[src/rtl/motor_start_seq.sv]
`timescale 1ns/1ps
module motor_start_seq #(
  parameter int LEN_W = 16,
  parameter int ACC_W = 16
) (
  input  logic             clk,
  input  logic             rst_n,
  input  logic             tick,
  input  logic [LEN_W-1:0] align_len,
  input  logic [LEN_W-1:0] ramp_len,
  input  logic [ACC_W-1:0] rate_min,
  input  logic [ACC_W-1:0] rate_inc,
  input  logic [ACC_W-1:0] rate_max,
  output logic [1:0]       mode,
  output logic             comm_hold,
  output logic             bemf_en,
  output logic             comm_step
);
  localparam logic [1:0] M_ALIGN = 2'd0;
  localparam logic [1:0] M_RAMP  = 2'd1;
  localparam logic [1:0] M_RUN   = 2'd2;

  logic [LEN_W-1:0] align_c, ramp_c, cnt;
  logic [ACC_W-1:0] inc_c, max_c, acc, fw;

  logic [LEN_W-1:0] len_now;
  logic [LEN_W:0]   cnt_nx;
  logic             last;
  logic [ACC_W:0]   acc_sum, fw_sum;
  logic [ACC_W-1:0] fw_nx;

  assign len_now = (mode == M_ALIGN) ? align_c : ramp_c;
  assign cnt_nx  = {1'b0, cnt} + {{LEN_W{1'b0}}, 1'b1};
  assign last    = cnt_nx >= {1'b0, len_now};
  assign acc_sum = {1'b0, acc} + {1'b0, fw};
  assign fw_sum  = {1'b0, fw} + {1'b0, inc_c};
  assign fw_nx   = (fw_sum > {1'b0, max_c}) ? max_c : fw_sum[ACC_W-1:0];

  always_ff @(posedge clk) begin
    if (!rst_n) begin
      mode    <= M_ALIGN;
      cnt     <= '0;
      acc     <= '0;
      fw      <= (rate_min > rate_max) ? rate_max : rate_min;
      align_c <= align_len;
      ramp_c  <= ramp_len;
      inc_c   <= rate_inc;
      max_c   <= rate_max;
    end else if (tick) begin
      case (mode)
        M_ALIGN: begin
          if (last) begin
            mode <= M_RAMP;
            cnt  <= '0;
          end else begin
            cnt <= cnt_nx[LEN_W-1:0];
          end
        end
        M_RAMP: begin
          acc <= acc_sum[ACC_W-1:0];
          fw  <= fw_nx;
          if (last) begin
            mode <= M_RUN;
            cnt  <= '0;
          end else begin
            cnt <= cnt_nx[LEN_W-1:0];
          end
        end
        default: ;
      endcase
    end
  end

  assign comm_hold = (mode == M_ALIGN);
  assign bemf_en   = (mode == M_RUN);
  assign comm_step = tick & (mode == M_RAMP) & acc_sum[ACC_W];
endmodule


[config.mk]
export PLATFORM = sky130hd
export DESIGN_NAME = motor_start_seq
export DESIGN_NICKNAME = d
export VERILOG_FILES = /design/src/rtl/motor_start_seq.sv
export SDC_FILE = /design/constraint.sdc
export NUM_CORES = 1
export LEC_CHECK = 0
export BUFFER_PORTS_ARGS = -buffer_cell sky130_fd_sc_hd__buf_2
export CAP_MARGIN = 25
export CORE_MARGIN = 2
export CORE_UTILIZATION = 35
export CTS_CLUSTER_DIAMETER = 120
export DETAILED_ROUTE_END_ITERATION = 10
export HOLD_SLACK_MARGIN = 0.1
export PLACE_DENSITY = 0.48
export SYNTH_ARGS = -nofsm -noshare
export SYNTH_HDL_FRONTEND = slang
export SYNTH_SLANG_ARGS = --single-unit
[constraint.sdc]
create_clock -name clk -period 12.34 [get_ports clk]
set_input_delay 0.617 -clock clk [delete_from_list [all_inputs] [get_ports clk]]
set_output_delay 0.617 -clock clk [all_outputs]
set_load 0.01 [all_outputs]
==> key figures <==
Critical path
  – RR Startpoint: fw[0]
  – Critical Path RT: between 10 and 15 ns
  – CP endpoint: fw[7]
  – CP Launch Point: fw[0]
  – Critical Path AT: about 4.8 ns
  – Crit Path Max Fanout: 14
  – CP endpoint kind: register
  – Flop-to-flop setup slack: approximately 7.7 ns
  – Startpoint types: register
  – Reg-to-Reg End: fw[7]
  – Reg2reg path depth: 15
  – Kind of critical path: reg2reg

Timing
  – Max-slew violations: 0
  – WHS: 0.372 ns
  – Hold Vio Cnt, Final: 0
  – Setup violators final: 0
  – Fmax: approximately 220 MHz
  – Fin Clk Skew: 0.0147 ns
  – Worst Max-Slew Pin Slew: about 1.1 ns
  – Minimum clock period: 4.64 ns
  – Setup TNS: 0 ns
  – Final worst slack: roughly 7.7 ns
  – Slew headroom: about 30%
  – Setup repair after global routing missed its margin: no
  – Fin crit share: a little under two fifths

Clock network
  – CTS sink count: between 100 and 150
  – Clk slew on worst S/H paths: ~0.060 ns
  – Root buf cell: clkbuf_16
  – TritonCTS Buffers: 17
  – H-tree level count: 4
  – Hold buffer count at cts: 0
  – # resized after CTS: 0
  – Setup Fix Bufs, Post-CTS: 0
  – CTS tree: built
  – Skew-Pair Late Insertion Delay: between 0.4 and 0.5 ns
  – CTS Buffer Depth: 2

Final layout
  – NumNets Final: about 970
  – # diodes: 0
  – Layout fillers: approximately 2,000
  – Post-layout instance area: 8810 um^2
  – Fraction of layout cells with a size suffix above 1: 19.2%
  – P&R area growth vs syn: 17.6%

Placed design
  – Pre-CTS WS: roughly 7.7 ns
  – Placed cell area: approximately 8200 um^2
  – Post-detail-place hpwl: around 13,000 um
  – Placer Congestion: a little under 0.9
  – IO buf count: 87

Synthesis
  – Mux cell area share after synthesis: 8.19%
  – Top cells by area, synth: edfxtp_1 32%, ha_1 14%, dfxtp_1 9.1%
  – Synth area leader: edfxtp_1
  – Largest family of logic cells by synthesized area: simple AND/OR/NAND/NOR gates
  – Sequential share of the synthesized area: approximately 41%
  – Post-synthesis simple-gate area fraction: ~15%
  – Synthesized cell area: around 7500 um^2
  – Main synth FF type: edfxtp_1
  – Synthesized flop and latch total: between 100 and 150
  – XOR/XNOR Fraction of Synth Area: 5.38%
  – Post-synth EDFFs: 80
  – Synth Area in Compound Gates: between 10% and 20%
  – Post-synthesis adder-cell area fraction: 14.1%
  – Post-synth ARST share: 0%
  – Avg Cell Area, Syn: 10.5 um^2
  – Top cell type's share of synthesized area: roughly a third
  – Synthesized instance count: 710
  – Synth unique cells: just over 70
  – Syn nets: 876
  – Yosys Warn Count: 0

Floorplan
  – Die Area: approximately 23,000 um^2
  – Starting Density: between 30% and 40%
  – Site Rows: between 50 and 60
  – Core Region: around 21,000 um^2
  – Die X: about 150 um
  – Top Ports: 88
  – Die Height: 150 um

Run
  – Max cap viols: 0

Global routing
  – Total grt overflow: 0
  – Vias in the first global route: between 5,000 and 6,000
  – First-pass GRT wire length: roughly 28,000 um
  – Initial antenna violation count: 0
  – Pin count of the biggest net entering global routing: 75
  – GRT Total Usage: between 10% and 20%

Routing
  – Top sig layer: met4
  – WL met1: 8930 um
  – TritonRoute pass-1 iters: 5
  – WL/cell: 16.1 um
  – DRC viols: 0
  – Final ANT Viol Nets: 0
  – First DRT Iteration DRCs: between 300 and 400
  – DRT Wirelength: roughly 17,000 um
  – Routed wl met3: approximately 700 um
  – Vias per inst: between 5 and 6
  – Met2 wire length: about 7600 um
  – Via count: roughly 5,600

Min path
  – Hold path depth: 1
  – Hold WC Path Type: in2reg

Run status
  – Status: completed

Pwr
  – Tot Pwr: 0.00148 W
  – Worst IR Drop VDD: about 0.000065 V
  – PwrDens: around 170 nW/um^2
  – Leak: roughly 3.9 nW
==> per-layer routing <==
layer	global-route usage (%)	vias to the layer above
li1	-	2819
met1	23.1	2635
met2	24.2	121
met3	3.58	15
met4	5.00	0
met5	0	-
==> critical path: stages (launching register included) <==
cell	delay, ns
edfxtp_1	0.40
ha_1	0.23
fa_1	0.42
a211o_1	0.32
a21oi_2	0.20
o211a_1	0.19
nor2_1	0.06
o311ai_1	0.37
ha_1	0.32
a21o_1	0.18
a21oi_1	0.19
o211ai_1	0.11
o21ai_0	0.27
and3_1	0.72
mux2i_1	0.28
mux2i_1	0.09
==> cell usage after synthesis, types with 13 or more instances <==
master and instances:
edfxtp_1 80, nand3_1 20, o21ai_0 14, nor3_1 16
nand2_1 55, nor2_1 36, ha_1 81, dfxtp_1 34
xnor2_1 25, a21o_1 13, inv_1 50, mux2i_1 59
xor2_1 21, a21oi_1 34
==> worst min path at each step <==
| stage | slack (ns) | from | endpoint |
|---|---|---|---|
| 6_report | 0.37 | rate_inc[15] | inc_c[15] |
| 4_1_cts | 0.35 | align_len[3] | align_c[3] |
| 2_1_floorplan | 0.44 | acc[12] | acc[12] |
| 3_5_place_dp | 0.45 | acc[6] | acc[6] |
| 5_1_grt | 0.34 | align_len[3] | align_c[3] |
| 3_3_place_gp | 0.44 | acc[12] | acc[12] |
==> cell type report <==
| class | instances | area, um^2 | area share [%] |
|---|---|---|---|
| Multi-Input combinational cell | 526 | 4090 | 46.5 |
| Sequential cell | 114 | 3080 | 35.0 |
| Timing Repair Buffer | 91 | 480 | 5.45 |
| Clock buffer | 18 | 439 | 4.99 |
| Tap cell | 275 | 344 | 3.91 |
| Inverter | 50 | 190 | 2.16 |
| Clock inverter | 14 | 178 | 2.02 |
==> cells in the final DEF, fill, tap and decap left out, types with 16 or more instances in the layout <==
cell       synthesis  routed
edfxtp_1          80      80
xor2_1            21      21
ha_1              81      81
a21oi_1           34      34
xnor2_1           25      25
nor3_1            16      16
nand2_1           55      55
nand3_1           20      20
mux2i_1           59      59
clkbuf_16          0      17
nor2_1            36      35
buf_2              3      87
dfxtp_1           34      34
inv_1             50      49
==> stage by stage <==
stage               util [%]  std cells
global route            41.9       1088
detailed placement      38.9       1054
floorplan                  -        710
CTS                     41.8       1086
global placement        38.8       1053
finish                  41.9       1088
==> kinds of logic after synthesis <==
logic type	count (synthesis)
AOI/OAI and AO/OA	134
xor gates and xnor gates	46
adders and majority gates	83
buffers and inverters	70
DFF	114
muxes	61
and+or+nand+nor	202
==> flip-flops by register name, summed over array words and instances, names as in the netlist <==
name / cells
max_c: 16
mode: 2
ramp_c: 16
acc: 16
inc_c: 16
align_c: 16
fw: 16
cnt: 16
==> report_power, final <==
group	switching (W)	internal, W	total [W]
Sequential	0.0000240	0.000455	0.000479
Combinational	0.000271	0.000210	0.000481
Clock	0.000190	0.000326	0.000516
Total	0.000485	0.000990	0.00148
(Power assumes the default switching activity.)
